File: src/rtl/cswitch_pkg.sv
package cswitch_pkg;

    localparam int WORD_W = 16;
    localparam int BYTE_W = 8;
    localparam int OPC_W  = 8;
    localparam int STEP_W = 4;

    localparam logic [OPC_W-1:0] OPC_STORE   = 8'hF4;
    localparam logic [OPC_W-1:0] OPC_STACK   = 8'hF5;
    localparam logic [OPC_W-1:0] OPC_RESTORE = 8'hF6;
    localparam logic [OPC_W-1:0] OPC_SAVE    = 8'hF7;
    localparam logic [OPC_W-1:0] OPC_BRANCH  = 8'hF8;
    localparam logic [OPC_W-1:0] OPC_PRIO    = 8'hF9;
    localparam logic [OPC_W-1:0] OPC_JUMP    = 8'hFA;

    localparam logic [STEP_W-1:0] LEN_STORE   = 4'd9;
    localparam logic [STEP_W-1:0] LEN_STACK   = 4'd9;
    localparam logic [STEP_W-1:0] LEN_RESTORE = 4'd11;
    localparam logic [STEP_W-1:0] LEN_SAVE    = 4'd7;
    localparam logic [STEP_W-1:0] LEN_BRANCH  = 4'd12;
    localparam logic [STEP_W-1:0] LEN_PRIO    = 4'd11;
    localparam logic [STEP_W-1:0] LEN_JUMP    = 4'd7;

    typedef enum logic [2:0] {
        K_STORE, K_STACK, K_RESTORE, K_SAVE, K_BRANCH, K_PRIO, K_JUMP
    } op_kind_e;

    typedef enum logic [2:0] {
        S_IDLE, S_LO, S_HI, S_TAIL, S_FINAL
    } seq_state_e;

endpackage

File: src/rtl/cs_decoder.sv
module cs_decoder
    import cswitch_pkg::*;
(
    input  logic [OPC_W-1:0]  op,
    output logic              legal,
    output op_kind_e          kind,
    output logic [STEP_W-1:0] len,
    output logic              rd_kind,
    output logic              wr_kind,
    output logic              addr_from_s2
);
    always_comb begin
        legal = 1'b1;
        kind  = K_PRIO;
        len   = LEN_PRIO;
        case (op)
            OPC_STORE:   begin kind = K_STORE;   len = LEN_STORE;   end
            OPC_STACK:   begin kind = K_STACK;   len = LEN_STACK;   end
            OPC_RESTORE: begin kind = K_RESTORE; len = LEN_RESTORE; end
            OPC_SAVE:    begin kind = K_SAVE;    len = LEN_SAVE;    end
            OPC_BRANCH:  begin kind = K_BRANCH;  len = LEN_BRANCH;  end
            OPC_PRIO:    begin kind = K_PRIO;    len = LEN_PRIO;    end
            OPC_JUMP:    begin kind = K_JUMP;    len = LEN_JUMP;    end
            default:     legal = 1'b0;
        endcase
    end

    assign rd_kind      = (kind == K_RESTORE) || (kind == K_BRANCH) || (kind == K_JUMP);
    assign wr_kind      = (kind == K_STORE) || (kind == K_STACK) || (kind == K_SAVE);
    assign addr_from_s2 = (kind == K_STORE) || (kind == K_STACK);
endmodule

File: src/rtl/cs_step_counter.sv
module cs_step_counter #(
    parameter int CW = 4
) (
    input  logic          clk,
    input  logic          rst_n,
    input  logic          clear,
    input  logic          run,
    output logic [CW-1:0] count
);
    localparam logic [CW-1:0] FIRST = CW'(1);

    always_ff @(posedge clk) begin
        if (!rst_n)     count <= '0;
        else if (clear) count <= FIRST;
        else if (run)   count <= count + FIRST;
    end
endmodule

File: src/rtl/cs_arch_regs.sv
module cs_arch_regs
    import cswitch_pkg::*;
(
    input  logic              clk,
    input  logic              rst_n,
    input  logic              commit,
    input  op_kind_e          kind,
    input  logic [WORD_W-1:0] word,
    input  logic [WORD_W-1:0] opa,
    input  logic [WORD_W-1:0] opb,
    output logic [WORD_W-1:0] sp,
    output logic [WORD_W-1:0] pc,
    output logic [WORD_W-1:0] reg_a,
    output logic [WORD_W-1:0] reg_b
);
    localparam logic [WORD_W-1:0] ONE = WORD_W'(1);

    always_ff @(posedge clk) begin
        if (!rst_n) begin
            sp    <= '0;
            pc    <= '0;
            reg_a <= '0;
            reg_b <= '0;
        end else if (commit) begin
            case (kind)
                K_RESTORE: sp <= word;
                K_BRANCH:  pc <= (word == '0) ? pc + opb : pc + ONE;
                K_PRIO:    begin reg_a <= opa; reg_b <= opb; end
                K_JUMP:    pc <= word;
                default:   ;
            endcase
        end
    end

    a_r10_pc_only_on_flow: assert property (@(posedge clk) disable iff (!rst_n)
        (commit && kind != K_BRANCH && kind != K_JUMP) |=> $stable(pc));
    a_r8_prio_loads: assert property (@(posedge clk) disable iff (!rst_n)
        (commit && kind == K_PRIO) |=> (reg_a == $past(opa) && reg_b == $past(opb)));
endmodule

File: src/rtl/ctxsw_exec_unit.sv
module ctxsw_exec_unit
    import cswitch_pkg::*;
(
    input  logic              clk,
    input  logic              rst_n,
    input  logic              start,
    input  logic [7:0]        opcode,
    input  logic [15:0]       src1,
    input  logic [15:0]       src2,
    output logic [15:0]       mem_addr,
    output logic              mem_rd,
    output logic              mem_wr,
    output logic [7:0]        mem_wdata,
    input  logic [7:0]        mem_rdata,
    output logic [15:0]       sp,
    output logic [15:0]       pc,
    output logic [15:0]       alu_a,
    output logic [15:0]       alu_b,
    output logic              done,
    output logic              illegal
);
    localparam logic [WORD_W-1:0] ONE_W = WORD_W'(1);
    localparam logic [WORD_W-1:0] TWO_W = WORD_W'(2);
    localparam logic [STEP_W-1:0] ONE_S = STEP_W'(1);

    seq_state_e state, state_nx;

    logic              dec_legal, dec_rd, dec_wr, dec_s2;
    op_kind_e          dec_kind;
    logic [STEP_W-1:0] dec_len;

    op_kind_e          kind_q;
    logic [STEP_W-1:0] len_q;
    logic              rd_q, wr_q, s2_q;
    logic [WORD_W-1:0] opa_q, opb_q;
    logic [BYTE_W-1:0] word_lo, word_hi;
    logic              hi_pend;
    logic [STEP_W-1:0] step_cnt;
    logic [WORD_W-1:0] base, wval;

    logic accept, launch, busy;

    cs_decoder u_dec (
        .op           (opcode),
        .legal        (dec_legal),
        .kind         (dec_kind),
        .len          (dec_len),
        .rd_kind      (dec_rd),
        .wr_kind      (dec_wr),
        .addr_from_s2 (dec_s2)
    );

    assign accept = start && (state == S_IDLE);
    assign launch = accept && dec_legal;
    assign busy   = (state != S_IDLE);

    cs_step_counter #(.CW(STEP_W)) u_cnt (
        .clk   (clk),
        .rst_n (rst_n),
        .clear (launch),
        .run   (busy),
        .count (step_cnt)
    );

    // state register
    always_ff @(posedge clk) begin
        if (!rst_n) state <= S_IDLE;
        else        state <= state_nx;
    end

    // next-state logic
    always_comb begin
        state_nx = state;
        unique case (state)
            S_IDLE: begin
                if (launch) state_nx = (dec_rd || dec_wr) ? S_LO : S_TAIL;
            end
            S_LO:    state_nx = S_HI;
            S_HI:    state_nx = S_TAIL;
            S_TAIL: begin
                if (step_cnt == len_q - ONE_S) state_nx = S_FINAL;
            end
            S_FINAL: state_nx = S_IDLE;
            default: state_nx = S_IDLE;
        endcase
    end

    // operand latch, illegal flag, read capture
    always_ff @(posedge clk) begin
        if (!rst_n) begin
            kind_q  <= K_PRIO;
            len_q   <= '0;
            rd_q    <= 1'b0;
            wr_q    <= 1'b0;
            s2_q    <= 1'b0;
            opa_q   <= '0;
            opb_q   <= '0;
            word_lo <= '0;
            word_hi <= '0;
            hi_pend <= 1'b0;
            illegal <= 1'b0;
        end else begin
            illegal <= accept && !dec_legal;
            if (launch) begin
                kind_q <= dec_kind;
                len_q  <= dec_len;
                rd_q   <= dec_rd;
                wr_q   <= dec_wr;
                s2_q   <= dec_s2;
                opa_q  <= src1;
                opb_q  <= src2;
            end
            hi_pend <= (state == S_HI) && rd_q;
            if ((state == S_HI) && rd_q) word_lo <= mem_rdata;
            if (hi_pend)                 word_hi <= mem_rdata;
        end
    end

    // write value selection
    always_comb begin
        unique case (kind_q)
            K_STORE: wval = opa_q;
            K_STACK: wval = opa_q - TWO_W;
            K_SAVE:  wval = sp;
            default: wval = '0;
        endcase
    end

    assign base = s2_q ? opb_q : opa_q;

    // output logic
    always_comb begin
        mem_addr  = '0;
        mem_rd    = 1'b0;
        mem_wr    = 1'b0;
        mem_wdata = '0;
        done      = 1'b0;
        unique case (state)
            S_IDLE: ;
            S_LO: begin
                mem_addr  = base;
                mem_rd    = rd_q;
                mem_wr    = wr_q;
                mem_wdata = wval[BYTE_W-1:0];
            end
            S_HI: begin
                mem_addr  = base + ONE_W;
                mem_rd    = rd_q;
                mem_wr    = wr_q;
                mem_wdata = wval[WORD_W-1:BYTE_W];
            end
            S_TAIL: ;
            S_FINAL: done = 1'b1;
            default: ;
        endcase
    end

    cs_arch_regs u_regs (
        .clk    (clk),
        .rst_n  (rst_n),
        .commit (state == S_FINAL),
        .kind   (kind_q),
        .word   ({word_hi, word_lo}),
        .opa    (opa_q),
        .opb    (opb_q),
        .sp     (sp),
        .pc     (pc),
        .reg_a  (alu_a),
        .reg_b  (alu_b)
    );

    a_r13_rd_wr_exclusive: assert property (@(posedge clk) disable iff (!rst_n)
        !(mem_rd && mem_wr));
    a_r2_done_at_length: assert property (@(posedge clk) disable iff (!rst_n)
        done |-> (step_cnt == len_q));
    a_r2_done_single: assert property (@(posedge clk) disable iff (!rst_n)
        done |=> !done);
    a_r12_no_restart: assert property (@(posedge clk) disable iff (!rst_n)
        (busy && !done) |=> (busy && $stable(opa_q) && $stable(opb_q)));
    a_r11_illegal_quiet: assert property (@(posedge clk) disable iff (!rst_n)
        illegal |-> (!busy && !mem_rd && !mem_wr && !done));
    a_r11_illegal_regs: assert property (@(posedge clk) disable iff (!rst_n)
        illegal |-> ($stable(sp) && $stable(pc) && $stable(alu_a) && $stable(alu_b)));
endmodule

File: config.mk
export PLATFORM = sky130hd
export DESIGN_NAME = ctxsw_exec_unit
export DESIGN_NICKNAME = d
export VERILOG_FILES = /design/src/rtl/cswitch_pkg.sv /design/src/rtl/cs_decoder.sv /design/src/rtl/cs_step_counter.sv /design/src/rtl/cs_arch_regs.sv /design/src/rtl/ctxsw_exec_unit.sv
export SDC_FILE = /design/constraint.sdc
export NUM_CORES = 1
export LEC_CHECK = 0
export BUFFER_PORTS_ARGS = -buffer_cell sky130_fd_sc_hd__buf_4
export CAP_MARGIN = 10
export CORE_UTILIZATION = 50
export CTS_BUF_LIST = sky130_fd_sc_hd__clkbuf_2
export CTS_CLUSTER_DIAMETER = 30
export DETAILED_ROUTE_END_ITERATION = 8
export PLACE_DENSITY = 0.73
export SLEW_MARGIN = 15
export SYNTH_ARGS = -nofsm -noshare
export SYNTH_HDL_FRONTEND = slang
export SYNTH_HIERARCHICAL = 1
export SYNTH_SLANG_ARGS = --single-unit
File: constraint.sdc
create_clock -name clk -period 3.7 [get_ports clk]
set_input_delay 0.185 -clock clk [delete_from_list [all_inputs] [get_ports clk]]
set_output_delay 0.185 -clock clk [all_outputs]
set_load 0.1 [all_outputs]
==> results of run 1 <==
-- metrics by stage --
step	instance area [um2]	util	hold WS (ps)	total power, mW
3_5_place_dp	8430	0.598	450	1.61
2_1_floorplan	7340	-	303	1.54
6_report	9440	0.670	144	2.55
3_3_place_gp	8430	0.598	443	1.61
5_1_grt	9440	0.670	171	2.66
4_1_cts	9440	0.670	96.9	2.57
-- worst min-delay path, cell delays in order --
cell and delay, ps:
sky130_fd_sc_hd__buf_4 120, sky130_fd_sc_hd__nand4_4 90, sky130_fd_sc_hd__nor2_1 60, sky130_fd_sc_hd__nand3_1 100
sky130_fd_sc_hd__clkinv_1 120, sky130_fd_sc_hd__nor2_1 110, sky130_fd_sc_hd__a211oi_1 50
-- logic make-up (layout without fill, tap and decap cells) --
| group | Yosys count | after routing | synth area share |
|---|---|---|---|
| xor+xnor | 42 | 42 | 0.0512 |
| simple gates | 394 | 394 | 0.259 |
| flops | 131 | 131 | 0.358 |
| buf+inv | 72 | 269 | 0.0418 |
| compound gates | 232 | 232 | 0.211 |
| mux | 31 | 31 | 0.0437 |
| fa+ha+maj | 20 | 20 | 0.0352 |
-- registers in the layout, summed over array words and instances, names as in the netlist --
signal and count:
hi_pend 1, illegal 1, kind_q 3, len_q 4, opa_q 16, opb_q 16, rd_q 1, s2_q 1
state 3, u_cnt/count 4, u_regs/pc 16, u_regs/reg_a 16, u_regs/reg_b 16, u_regs/sp 16, word_hi 8, word_lo 8
wr_q 1
-- power breakdown --
part	total, mW	internal [mW]	switching [mW]
logic	0.197	0.106	0.0909
registers	1.43	1.42	0.0104
clock network	0.929	0.371	0.558
total	2.55	1.90	0.659
-- worst max path at each step --
stage          slack (ps)                         end               startpoint
3_5_place_dp          730  u_regs/pc[12]$_SDFFE_PN0P_  word_hi[2]$_SDFFE_PN0P_
2_1_floorplan          50                 mem_addr[7]        s2_q$_SDFFE_PN0P_
5_1_grt               170                 mem_addr[5]        s2_q$_SDFFE_PN0P_
3_3_place_gp          800  u_regs/pc[12]$_SDFFE_PN0P_  word_hi[2]$_SDFFE_PN0P_
4_1_cts               310                 mem_addr[7]        s2_q$_SDFFE_PN0P_
6_report              350                 mem_addr[5]        s2_q$_SDFFE_PN0P_
-- routing by layer --
| metal | vias up | wire, um | GRT usage |
|---|---|---|---|
| met5 | - | 0 | 0 |
| met2 | 302 | 10800 | 0.506 |
| li1 | 3569 | - | - |
| met3 | 52 | 1530 | 0.0613 |
| met4 | 0 | 556 | 0.116 |
| met1 | 3436 | 9880 | 0.403 |
-- layout by cell type, fill, tap and decap left out, drive strengths merged, types with 11 or more instances in the layout --
| cell | instances |
|---|---|
| nand3 | 17 |
| xnor2 | 28 |
| buf | 151 |
| a21oi | 78 |
| nor3 | 11 |
| xor2 | 14 |
| dfxtp | 131 |
| mux2i | 26 |
| a21boi | 50 |
| a22oi | 12 |
| dlygate4sd3 | 76 |
| nand2 | 236 |
| clkbuf | 17 |
| nor2 | 32 |
| and2 | 20 |
| o22ai | 15 |
| ha | 19 |
| o21ai | 29 |
-- area by class of cell --
cell class	count	area, um2	area share
Multi-Input combinational cell	719	4410	0.467
Tap cell	180	225	0.0239
Inverter	10	37.5	0.00398
Timing Repair Buffer	227	1890	0.201
Clock inverter	15	165	0.0175
Clock buffer	17	85.1	0.00901
Sequential cell	131	2620	0.278
-- what timing repair did --
action	4_1_cts	5_1_grt
buffers inserted	0	0
hold buffers	76	0
endpoints found under the setup margin	0	0
endpoints found under the hold margin	61	0
==> impl_results.html, run 1 <==
<table>
<tr><th>Metric</th><th>Value</th></tr>
<tr><th colspan="2">Die</th></tr>
<tr><td>Die width</td><td>123 um</td></tr>
<tr><td>Initial Utilization</td><td>0.520</td></tr>
<tr><td>Full die area</td><td>0.0151 mm2</td></tr>
<tr><td>Chip Height</td><td>123 um</td></tr>
<tr><td>Core area</td><td>0.0141 mm2</td></tr>
<tr><td>Row count</td><td>43</td></tr>
<tr><td>IO Count</td><td>143</td></tr>
<tr><th colspan="2">Cells and area</th></tr>
<tr><td>Antenna diode count</td><td>0</td></tr>
<tr><td>Number of non-filler instances in the completed layout</td><td>1299</td></tr>
<tr><td>Fin nets</td><td>1177</td></tr>
<tr><td>Fraction of final layout cells with drive strength greater than 1</td><td>0.198</td></tr>
<tr><td>Count of fill cells added during filler insertion</td><td>1236</td></tr>
<tr><td>Area added between synthesis and finish</td><td>28.8%</td></tr>
<tr><th colspan="2">Clock tree</th></tr>
<tr><td>Number of gates given a new drive strength after cts</td><td>0</td></tr>
<tr><td>Clk root buf</td><td>sky130_fd_sc_hd__clkbuf_2</td></tr>
<tr><td>Clock Pin Slew Worst Setup and Hold Paths</td><td>~210 ps</td></tr>
<tr><td>Clk sink count</td><td>131</td></tr>
<tr><td>Maximum clock insertion buffer count</td><td>2</td></tr>
<tr><td>Clock tree from TritonCTS</td><td>yes</td></tr>
<tr><td>CTS H-tree depth</td><td>4</td></tr>
<tr><td>Insertion delay to the later sink of the worst-skew pair</td><td>~700 ps</td></tr>
<tr><td>Cts bufs inserted</td><td>17</td></tr>
<tr><th colspan="2">Drt</th></tr>
<tr><td>Starting DRC count in detailed routing</td><td>683</td></tr>
<tr><td>Average vias per placed instance</td><td>roughly 5.7</td></tr>
<tr><td>Via count of the routed design</td><td>7359</td></tr>
<tr><td>DRC violation count after routing</td><td>0</td></tr>
<tr><td>Number of detailed-routing iterations run before antenna repair</td><td>7</td></tr>
<tr><td>WL/cell</td><td>around 18 um</td></tr>
<tr><td>Routed Antenna Nets</td><td>0</td></tr>
<tr><td>Wire length reported by the detailed router</td><td>22800 um</td></tr>
<tr><th colspan="2">Global route</th></tr>
<tr><td>Total routing resource utilization after global routing</td><td>0.309</td></tr>
<tr><td>Largest net degree at the start of global routing</td><td>55</td></tr>
<tr><td>First-pass GRT wire length</td><td>35600 um</td></tr>
<tr><td>Overflow left after global routing</td><td>0</td></tr>
<tr><td>Initial antenna violation count</td><td>0</td></tr>
<tr><td>Vias in the first global route</td><td>around 7k</td></tr>
<tr><th colspan="2">Timing</th></tr>
<tr><td>Relative slew margins</td><td>0.214</td></tr>
<tr><td>Highest attainable clock frequency</td><td>298 MHz</td></tr>
<tr><td>Number of hold violations in the final report</td><td>0</td></tr>
<tr><td>Pin slew with the least headroom to its limit</td><td>1180 ps</td></tr>
<tr><td>Setup_tns</td><td>0 ps</td></tr>
<tr><td>Pins over their slew limit</td><td>0</td></tr>
<tr><td>Final min period</td><td>approximately 3400 ps</td></tr>
<tr><td>Number of endpoints failing setup at the final stage</td><td>0</td></tr>
<tr><td>Period utilization</td><td>0.906</td></tr>
<tr><td>RSZ-0062 raised after global routing</td><td>false</td></tr>
<tr><td>Final Worst Setup Slack</td><td>between 300 and 400 ps</td></tr>
<tr><td>Final clock skew</td><td>23.9 ps</td></tr>
<tr><th colspan="2">Placed design</th></tr>
<tr><td>Number of input and output port buffers inserted</td><td>142</td></tr>
<tr><td>Number of cells in the design after placement</td><td>around 1.2k</td></tr>
<tr><td>Total half-perimeter wirelength after legalization and detailed placement</td><td>15700 um</td></tr>
<tr><td>GPL Wtd Cong</td><td>0.912</td></tr>
<tr><td>DP Worst Slack</td><td>731 ps</td></tr>
<tr><th colspan="2">Yosys</th></tr>
<tr><td>Sequential-to-total area share from yosys stat</td><td>0.358</td></tr>
<tr><td>Synth Cell Area</td><td>0.00733 mm2</td></tr>
<tr><td>Number of flip-flops and latches in the synthesized netlist</td><td>roughly 130</td></tr>
<tr><td>Number of enable flip-flop cells after synthesis</td><td>0</td></tr>
<tr><td>Ranking of synthesized cells by instance count</td><td>sky130_fd_sc_hd__nand2_1 (233), sky130_fd_sc_hd__dfxtp_1 (131), sky130_fd_sc_hd__a21oi_1 (76)</td></tr>
<tr><td>Main area contributors after synthesis</td><td>sky130_fd_sc_hd__dfxtp_1 (36%), sky130_fd_sc_hd__nand2_1 (12%), sky130_fd_sc_hd__a21oi_1 (5.2%)</td></tr>
<tr><td>Synthesized area per cell</td><td>between 7 and 8 um2</td></tr>
<tr><td>Fraction of registers with async set or reset after synthesis</td><td>0</td></tr>
<tr><td>Synthesized net count</td><td>993</td></tr>
<tr><td>Cell type contributing the most total cell area after synthesis</td><td>sky130_fd_sc_hd__dfxtp_1</td></tr>
<tr><td>Cells after Synth</td><td>922</td></tr>
<tr><td>Fraction of post-synthesis cell area in the top cell type by area</td><td>0.358</td></tr>
<tr><td>Count of unique library cells instantiated by Yosys</td><td>86</td></tr>
<tr><td>Number of synthesis warnings</td><td>6</td></tr>
<tr><td>Main flop type after synthesis</td><td>sky130_fd_sc_hd__dfxtp_1</td></tr>
<tr><td>Most instantiated library cell after synthesis</td><td>sky130_fd_sc_hd__nand2_1</td></tr>
<tr><th colspan="2">Critical path</th></tr>
<tr><td>Chain of cells forming the critical path</td><td>mux2_2, and3_1, and2_1, o21a_1, o21ai_1, buf_4</td></tr>
<tr><td>Beginning of the worst register-to-register path</td><td>word_hi[2]$_SDFFE_PN0P_</td></tr>
<tr><td>Path type of the worst setup path</td><td>register to output port</td></tr>
<tr><td>Type of destination of the critical path</td><td>output port</td></tr>
<tr><td>CP arrival</td><td>between 3000 and 4000 ps</td></tr>
<tr><td>Largest incremental delay on the critical path</td><td>790 ps</td></tr>
<tr><td>Crit path depth</td><td>6</td></tr>
<tr><td>Critical register-to-register path endpoint</td><td>u_regs/pc[12]$_SDFFE_PN0P_</td></tr>
<tr><td>Critical Path Slowest Stage Cell</td><td>sky130_fd_sc_hd__dfxtp_1</td></tr>
<tr><td>Crit-path max FO</td><td>15</td></tr>
<tr><td>Cells on worst reg2reg path</td><td>11</td></tr>
<tr><td>CP top delay family</td><td>flip-flops</td></tr>
<tr><td>Type of origin of the critical path</td><td>register</td></tr>
<tr><td>Critical Path RT</td><td>roughly 3500 ps</td></tr>
<tr><td>Register-to-register path setup slack</td><td>690 ps</td></tr>
<tr><td>Critical path buffers and inverters</td><td>1</td></tr>
<tr><th colspan="2">Pwr</th></tr>
<tr><td>Power per unit of standard cell area</td><td>271 mW/mm2</td></tr>
<tr><td>Pleak</td><td>3.78 nW</td></tr>
<tr><td>Highest ir drop seen on vdd</td><td>0.000182 V</td></tr>
<tr><th colspan="2">Worst hold path</th></tr>
<tr><td>Hold path startpoint</td><td>opcode[5]</td></tr>
<tr><td>Endpoint with the worst hold slack</td><td>state[0]$_SDFFE_PN0P_</td></tr>
<tr><td>Depth of the worst hold-timing path</td><td>7</td></tr>
<tr><td>HP Class</td><td>primary input to register</td></tr>
<tr><th colspan="2">Job</th></tr>
<tr><td>Max Cap Violations</td><td>0</td></tr>
<tr><th colspan="2">Run status</th></tr>
<tr><td>Status</td><td>complete, no violations</td></tr>
</table>
No activity file was read; power rests on OpenSTA's default activity.
==> inputs of run 2 (changes only) <==
Settings changed: CORE_ASPECT_RATIO set to 1.75.
==> impl_results.html, run 2 (synthesized netlist as in run 1, its figures left out) <==
<table>
<tr><th>Metric</th><th>Value</th></tr>
<tr><th colspan="2">Critical path</th></tr>
<tr><td>Beginning of the worst register-to-register path</td><td>word_lo[2]$_SDFFE_PN0P_</td></tr>
<tr><td>Type of origin of the critical path</td><td>register</td></tr>
<tr><td>Path type of the worst setup path</td><td>register to register</td></tr>
<tr><td>Cells on worst reg2reg path</td><td>11 (unchanged)</td></tr>
<tr><td>Timing startpoint of the critical path</td><td>word_lo[2]$_SDFFE_PN0P_</td></tr>
<tr><td>Critical register-to-register path endpoint</td><td>u_regs/pc[12]$_SDFFE_PN0P_</td></tr>
<tr><td>Critical Path RT</td><td>4260 ps (+750 ps)</td></tr>
<tr><td>CP arrival</td><td>3900 ps (+730 ps)</td></tr>
<tr><td>Crit-path max FO</td><td>16 (+1)</td></tr>
<tr><td>Register-to-register path setup slack</td><td>360 ps (-330 ps)</td></tr>
<tr><td>Type of destination of the critical path</td><td>register</td></tr>
<tr><th colspan="2">Timing</th></tr>
<tr><td>Period utilization</td><td>0.903 (-0.00257)</td></tr>
<tr><td>Relative slew margins</td><td>0.286 (+0.0719)</td></tr>
<tr><td>Final min period</td><td>3340 ps (-9.50 ps)</td></tr>
<tr><td>Pins over their slew limit</td><td>0 (unchanged)</td></tr>
<tr><td>Number of endpoints failing setup at the final stage</td><td>0 (unchanged)</td></tr>
<tr><td>RSZ-0062 raised after global routing</td><td>false</td></tr>
<tr><td>Min Hold Slack</td><td>57.7 ps (-86.5 ps)</td></tr>
<tr><td>Pin slew with the least headroom to its limit</td><td>1070 ps (-105 ps)</td></tr>
<tr><td>Number of hold violations in the final report</td><td>0 (unchanged)</td></tr>
<tr><td>Setup_tns</td><td>0 ps (unchanged)</td></tr>
<tr><td>Highest attainable clock frequency</td><td>299 MHz (+0.28%)</td></tr>
<tr><td>Final clock skew</td><td>26.8 ps (+2.97 ps)</td></tr>
<tr><th colspan="2">Worst hold path</th></tr>
<tr><td>Endpoint with the worst hold slack</td><td>s2_q$_SDFFE_PN0P_</td></tr>
<tr><td>Depth of the worst hold-timing path</td><td>6 (-1)</td></tr>
<tr><td>Hold path startpoint</td><td>opcode[5]</td></tr>
<tr><td>HP Class</td><td>primary input to register</td></tr>
<tr><th colspan="2">Clock tree</th></tr>
<tr><td>CTS H-tree depth</td><td>4 (unchanged)</td></tr>
<tr><td>Cts bufs inserted</td><td>17 (unchanged)</td></tr>
<tr><td>Maximum clock insertion buffer count</td><td>2 (unchanged)</td></tr>
<tr><td>Insertion delay to the later sink of the worst-skew pair</td><td>690 ps (-20 ps)</td></tr>
<tr><td>Setup Buffers After CTS</td><td>0 (unchanged)</td></tr>
<tr><td>Clock Pin Slew Worst Setup and Hold Paths</td><td>220 ps (about the same)</td></tr>
<tr><td>Clock tree from TritonCTS</td><td>yes</td></tr>
<tr><td>Clk sink count</td><td>131 (unchanged)</td></tr>
<tr><td>Clk root buf</td><td>sky130_fd_sc_hd__clkbuf_2</td></tr>
<tr><th colspan="2">Die</th></tr>
<tr><td>Core area</td><td>0.0144 mm2 (+1.9%)</td></tr>
<tr><td>Full die area</td><td>0.0152 mm2 (+0.12%)</td></tr>
<tr><td>IO Count</td><td>143 (unchanged)</td></tr>
<tr><td>Row count</td><td>58 (+35%)</td></tr>
<tr><td>Chip Height</td><td>162 um (+32%)</td></tr>
<tr><td>Initial Utilization</td><td>0.510 (-0.00987)</td></tr>
<tr><td>Die width</td><td>93.5 um (-24%)</td></tr>
<tr><th colspan="2">Cells and area</th></tr>
<tr><td>Final Core Density</td><td>0.645 (-0.0250)</td></tr>
<tr><td>Fin nets</td><td>1163 (-1.2%)</td></tr>
<tr><td>Number of non-filler instances in the completed layout</td><td>1286 (-1.0%)</td></tr>
<tr><td>Fraction of final layout cells with drive strength greater than 1</td><td>0.202 (+0.00342)</td></tr>
<tr><td>Area added between synthesis and finish</td><td>26.4%</td></tr>
<tr><td>Top library cells by usage in the layout, fill and taps aside</td><td>sky130_fd_sc_hd__nand2_1 (233), sky130_fd_sc_hd__buf_4 (153), sky130_fd_sc_hd__dfxtp_1 (131)</td></tr>
<tr><td>Most frequent standard cell in the layout excluding fill and tap cells</td><td>sky130_fd_sc_hd__nand2_1</td></tr>
<tr><th colspan="2">Global route</th></tr>
<tr><td>Total routing resource utilization after global routing</td><td>0.322 (+0.0124)</td></tr>
<tr><td>Largest net degree at the start of global routing</td><td>55 (unchanged)</td></tr>
<tr><td>Met1 capacity usage during global routing</td><td>0.339 (-0.0639)</td></tr>
<tr><td>GR met2 Demand/Resource</td><td>0.570 (+0.0639)</td></tr>
<tr><td>Initial antenna violation count</td><td>1 (+1)</td></tr>
<tr><td>Peak-usage layer in the global routing report</td><td>met2</td></tr>
<tr><td>Vias in the first global route</td><td>7175 (+3.9%)</td></tr>
<tr><td>Overflow left after global routing</td><td>0 (unchanged)</td></tr>
<tr><td>Met3 layer usage reported by global route</td><td>0.0435 (-0.0178)</td></tr>
<tr><td>First-pass GRT wire length</td><td>37200 um (+4.7%)</td></tr>
<tr><th colspan="2">Drt</th></tr>
<tr><td>Routed Antenna Nets</td><td>0 (unchanged)</td></tr>
<tr><td>WL/cell</td><td>18.8 um (+7.2%)</td></tr>
<tr><td>Number of detailed-routing iterations run before antenna repair</td><td>6 (-1)</td></tr>
<tr><td>Wire length reported by the detailed router</td><td>24200 um (+6.1%)</td></tr>
<tr><td>Starting DRC count in detailed routing</td><td>522 (-24%)</td></tr>
<tr><td>Via count of the routed design</td><td>7463 (+1.4%)</td></tr>
<tr><td>DRC violation count after routing</td><td>0 (unchanged)</td></tr>
<tr><td>Average vias per placed instance</td><td>5.80 (+2.4%)</td></tr>
<tr><th colspan="2">Job</th></tr>
<tr><td>Max Cap Violations</td><td>0 (unchanged)</td></tr>
<tr><th colspan="2">Pwr</th></tr>
<tr><td>Power per unit of standard cell area</td><td>265 mW/mm2 (-1.9%)</td></tr>
<tr><td>Highest ir drop seen on vdd</td><td>0.000181 V (-0.58%)</td></tr>
<tr><td>Pleak</td><td>3.66 nW (-3.0%)</td></tr>
<tr><th colspan="2">Run status</th></tr>
<tr><td>Status</td><td>complete, no violations</td></tr>
<tr><th colspan="2">Placed design</th></tr>
<tr><td>Number of cells in the design after placement</td><td>1193 (+0.17%)</td></tr>
<tr><td>Total half-perimeter wirelength after legalization and detailed placement</td><td>17300 um (+10%)</td></tr>
<tr><td>GPL Wtd Cong</td><td>0.940 (+3.0%)</td></tr>
<tr><td>Number of input and output port buffers inserted</td><td>142 (unchanged)</td></tr>
</table>
[run 2: metal layers]
metal | vias up | part of all wire
met5 | - | 0
met4 | 0 | 0.077
met3 | 117 | 0.050
met2 | 363 | 0.51
met1 | 3437 | 0.36
li1 | 3546 | -
[run 2: worst max-delay path, cell delays in order (launching register included)]
cell and delay, ps:
sky130_fd_sc_hd__dfxtp_1 390, sky130_fd_sc_hd__nor4_1 370, sky130_fd_sc_hd__and4_2 490, sky130_fd_sc_hd__nand2b_1 120
sky130_fd_sc_hd__ha_1 240, sky130_fd_sc_hd__fa_1 440, sky130_fd_sc_hd__a211oi_1 320, sky130_fd_sc_hd__o21bai_2 160
sky130_fd_sc_hd__a211oi_4 350, sky130_fd_sc_hd__o21bai_2 120, sky130_fd_sc_hd__xnor2_1 140, sky130_fd_sc_hd__a21oi_1 80
[run 2: metrics by stage]
step	worst slack (ps)	total power, mW	cell area [um2]
after global placement	546	1.61	8440
final	358	2.46	9260
after global routing	208	2.55	9260
after CTS	381	2.48	9260
after detailed placement	456	1.61	8440
after floorplan	54.6	1.54	7340
[run 2: worst max-delay path by stage]
stage          slack [ps]                          to
6_report              360  u_regs/pc[12]$_SDFFE_PN0P_
5_1_grt               210  u_regs/pc[12]$_SDFFE_PN0P_
4_1_cts               380  u_regs/pc[12]$_SDFFE_PN0P_
3_5_place_dp          460  u_regs/pc[12]$_SDFFE_PN0P_
3_3_place_gp          550  u_regs/pc[12]$_SDFFE_PN0P_
2_1_floorplan          50                 mem_addr[7]
[run 2: repair_timing]
action	CTS	global route
hold buffers	60	0
gates resized for setup	0	0
endpoints found under the hold margin	75	0
[run 2: where the power goes]
part           internal [mW]  switching [mW]
combinational          0.105          0.0939
clock                  0.248           0.584
sequential              1.42         0.00996
[run 2: area by class of cell]
class                   count  area, um2
diodes                      1       2.50
clock buffers              17       85.1
clock inverters            15        131
fillers                  1262       5110
inverters                  10       37.5
multi-input cells         719       4410
flip-flops and latches    131       2620
well taps                 180        225
repair buffers            213       1750
==> inputs of run 3 (changes only) <==
Settings changed: CELL_PAD_IN_SITES_DETAIL_PLACEMENT set to 1, CELL_PAD_IN_SITES_GLOBAL_PLACEMENT set to 1, CORE_UTILIZATION 50 to 42, GPL_TIMING_DRIVEN set to 0, PLACE_DENSITY 0.73 to unset, PLACE_DENSITY_LB_ADDON set to 0.1.
==> impl_results.html, run 3 (synthesized netlist as in run 1, its figures left out) <==
<table>
<tr><th>Metric</th><th>Value</th></tr>
<tr><th colspan="2">Run status</th></tr>
<tr><td>Status</td><td>complete, no violations</td></tr>
<tr><th colspan="2">Cells and area</th></tr>
<tr><td>Fraction of final layout cells with drive strength greater than 1</td><td>0.206 (+0.00394)</td></tr>
<tr><td>Final Instance Area</td><td>0.00940 mm2 (+1.5%)</td></tr>
<tr><td>Area added between synthesis and finish</td><td>28.3%</td></tr>
<tr><td>Most frequent standard cell in the layout excluding fill and tap cells</td><td>sky130_fd_sc_hd__nand2_1</td></tr>
<tr><td>Top library cells by usage in the layout, fill and taps aside</td><td>sky130_fd_sc_hd__nand2_1 (233), sky130_fd_sc_hd__buf_4 (141), sky130_fd_sc_hd__dfxtp_1 (131)</td></tr>
<tr><td>Number of non-filler instances in the completed layout</td><td>1375 (+6.9%)</td></tr>
<tr><td>Final Core Density</td><td>0.552 (-0.0926)</td></tr>
<tr><td>Count of fill cells added during filler insertion</td><td>2176 (+72%)</td></tr>
<tr><td>Fin nets</td><td>1205 (+3.6%)</td></tr>
<tr><th colspan="2">Timing</th></tr>
<tr><td>Number of hold violations in the final report</td><td>0 (unchanged)</td></tr>
<tr><td>Final min period</td><td>3300 ps (-46.3 ps)</td></tr>
<tr><td>Pin slew with the least headroom to its limit</td><td>797 ps (-274 ps)</td></tr>
<tr><td>Highest attainable clock frequency</td><td>303 MHz (+1.4%)</td></tr>
<tr><td>Final clock skew</td><td>53.5 ps (+26.7 ps)</td></tr>
<tr><td>Number of endpoints failing setup at the final stage</td><td>0 (unchanged)</td></tr>
<tr><td>Setup_tns</td><td>0 ps (unchanged)</td></tr>
<tr><td>RSZ-0062 raised after global routing</td><td>false</td></tr>
<tr><td>Relative slew margins</td><td>0.467 (+0.181)</td></tr>
<tr><td>Period utilization</td><td>0.891 (-0.0125)</td></tr>
<tr><td>Pins over their slew limit</td><td>0 (unchanged)</td></tr>
<tr><th colspan="2">Die</th></tr>
<tr><td>Die width</td><td>102 um (+8.9%)</td></tr>
<tr><td>Full die area</td><td>0.0180 mm2 (+19%)</td></tr>
<tr><td>Row count</td><td>63 (+8.6%)</td></tr>
<tr><td>IO Count</td><td>143 (unchanged)</td></tr>
<tr><td>Initial Utilization</td><td>0.430 (-0.0796)</td></tr>
<tr><td>Chip Height</td><td>177 um (+9.0%)</td></tr>
<tr><td>Core area</td><td>0.0170 mm2 (+18%)</td></tr>
<tr><th colspan="2">Drt</th></tr>
<tr><td>Met2 wire length</td><td>15600 um (+26%)</td></tr>
<tr><td>Wire length reported by the detailed router</td><td>28200 um (+17%)</td></tr>
<tr><td>Number of detailed-routing iterations run before antenna repair</td><td>5 (-1)</td></tr>
<tr><td>Wire length the detailed router placed on met1</td><td>10300 um (+17%)</td></tr>
<tr><td>Routed Antenna Nets</td><td>0 (unchanged)</td></tr>
<tr><td>Starting DRC count in detailed routing</td><td>331 (-37%)</td></tr>
<tr><td>Average vias per placed instance</td><td>5.59 (-3.6%)</td></tr>
<tr><td>Detail Route met3 WL</td><td>914 um (-25%)</td></tr>
<tr><td>Top routing layer in use</td><td>met4</td></tr>
<tr><td>WL/cell</td><td>20.5 um (+9.2%)</td></tr>
<tr><td>DRC violation count after routing</td><td>0 (unchanged)</td></tr>
<tr><td>Via count of the routed design</td><td>7693 (+3.1%)</td></tr>
<tr><th colspan="2">Global route</th></tr>
<tr><td>Largest net degree at the start of global routing</td><td>17 (-69%)</td></tr>
<tr><td>First-pass GRT wire length</td><td>43400 um (+16%)</td></tr>
<tr><td>Overflow left after global routing</td><td>0 (unchanged)</td></tr>
<tr><td>Total routing resource utilization after global routing</td><td>0.323 (+0.00132)</td></tr>
<tr><td>Vias in the first global route</td><td>8074 (+13%)</td></tr>
<tr><td>Initial antenna violation count</td><td>1 (unchanged)</td></tr>
<tr><th colspan="2">Critical path</th></tr>
<tr><td>Beginning of the worst register-to-register path</td><td>word_lo[3]$_SDFFE_PN0P_</td></tr>
<tr><td>Critical Path Slowest Stage Cell</td><td>sky130_fd_sc_hd__fa_1</td></tr>
<tr><td>Cells on worst reg2reg path</td><td>11 (unchanged)</td></tr>
<tr><td>Timing startpoint of the critical path</td><td>word_lo[3]$_SDFFE_PN0P_</td></tr>
<tr><td>Critical Path RT</td><td>4350 ps (+90 ps)</td></tr>
<tr><td>Largest incremental delay on the critical path</td><td>430 ps (-60 ps)</td></tr>
<tr><td>Type of origin of the critical path</td><td>register</td></tr>
<tr><td>Crit-path max FO</td><td>7 (-9)</td></tr>
<tr><td>Type of destination of the critical path</td><td>register</td></tr>
<tr><td>Path type of the worst setup path</td><td>register to register</td></tr>
<tr><td>CP arrival</td><td>3950 ps (+50 ps)</td></tr>
<tr><td>Chain of cells forming the critical path</td><td>nor4_1, and4_2, nand2b_1, ha_1, fa_1, a211oi_1, o21bai_2, a211oi_4, o21ai_2, xnor2_1, a21oi_1</td></tr>
<tr><th colspan="2">Clock tree</th></tr>
<tr><td>Clk root buf</td><td>sky130_fd_sc_hd__clkbuf_2</td></tr>
<tr><td>Clock tree from TritonCTS</td><td>yes</td></tr>
<tr><td>CTS H-tree depth</td><td>4 (unchanged)</td></tr>
<tr><td>Clock Pin Slew Worst Setup and Hold Paths</td><td>250 ps (+30 ps)</td></tr>
<tr><td>Clk sink count</td><td>131 (unchanged)</td></tr>
<tr><td>Insertion delay to the later sink of the worst-skew pair</td><td>730 ps (+40 ps)</td></tr>
<tr><td>Maximum clock insertion buffer count</td><td>2 (unchanged)</td></tr>
<tr><td>Cts bufs inserted</td><td>17 (unchanged)</td></tr>
<tr><th colspan="2">Job</th></tr>
<tr><td>Max Cap Violations</td><td>0 (unchanged)</td></tr>
<tr><th colspan="2">Pwr</th></tr>
<tr><td>Power per unit of standard cell area</td><td>259 mW/mm2 (-2.3%)</td></tr>
<tr><td>Highest ir drop seen on vdd</td><td>0.000135 V (-25%)</td></tr>
<tr><td>Overall power of the completed layout</td><td>2.44 mW (-0.88%)</td></tr>
<tr><td>Pleak</td><td>3.71 nW (+1.3%)</td></tr>
<tr><th colspan="2">Worst hold path</th></tr>
<tr><td>Hold path startpoint</td><td>opcode[5]</td></tr>
<tr><td>Depth of the worst hold-timing path</td><td>5 (-1)</td></tr>
<tr><td>HP Class</td><td>primary input to register</td></tr>
<tr><th colspan="2">Placed design</th></tr>
<tr><td>GPL Wtd Cong</td><td>0.896 (-4.6%)</td></tr>
<tr><td>Total half-perimeter wirelength after legalization and detailed placement</td><td>21500 um (+24%)</td></tr>
<tr><td>Placement Cell Area</td><td>0.00868 mm2 (+2.8%)</td></tr>
<tr><td>Number of cells in the design after placement</td><td>1290 (+8.1%)</td></tr>
<tr><td>Number of input and output port buffers inserted</td><td>141 (-0.70%)</td></tr>
</table>
run 3: area by class of cell:
type | instances | area, um2 | area share
clock buffer | 18 | 90.1 | 0.00958
clock inverter | 14 | 105 | 0.0112
timing repair buffer | 193 | 1580 | 0.168
tap | 227 | 284 | 0.0302
inverter | 10 | 37.5 | 0.00399
multi-input combinational | 719 | 4410 | 0.469
buffer | 62 | 269 | 0.0286
sequential | 131 | 2620 | 0.279
antenna | 1 | 2.50 | 0.000266
run 3: per-layer routing:
metal / GRT usage / up-vias
met1: 0.326 / 3727
met3: 0.0395 / 82
li1: - / 3626
met4: 0.193 / 0
met5: 0 / -
met2: 0.614 / 258
run 3: critical path, delay by kind of cell, from the launching register on:
| kind | cells | cell delay [ps] |
|---|---|---|
| AO/OA/AOI/OAI | 5 | 1160 |
| flip-flops | 1 | 420 |
| AND/OR/NAND/NOR | 3 | 720 |
| XOR/XNOR | 1 | 250 |
| adder cells (fa/ha/maj) | 2 | 660 |
run 3: through the flow:
step | hold slack [ps] | setup slack [ps]
after detailed placement | 451 | 426
after floorplan | 303 | 54.6
after global placement | 443 | 459
after CTS | 24.1 | 411
after global routing | 42.8 | 174
final | 86.2 | 405
run 3: path summary, 6_finish.rpt:
path	to	slack, ps
hold / removal	len_q[3]$_SDFFE_PN0P_	90
setup / recovery	u_regs/pc[14]$_SDFFE_PN0P_	400
setup reg to reg	u_regs/pc[14]$_SDFFE_PN0P_	400
hold reg to reg	u_regs/reg_a[8]$_SDFFE_PN0P_	460
run 3: repair_timing:
item,CTS,global route
buffers inserted,0,0
hold buffers,52,0
hold endpoints to repair,71,0
resized for setup,0,0
run 3: report_power, final:
group / internal, mW / switching [mW] / total, mW
Combinational: 0.107 / 0.103 / 0.210
Clock: 0.186 / 0.614 / 0.800
Sequential: 1.42 / 0.00763 / 1.43
Total: 1.71 / 0.725 / 2.44
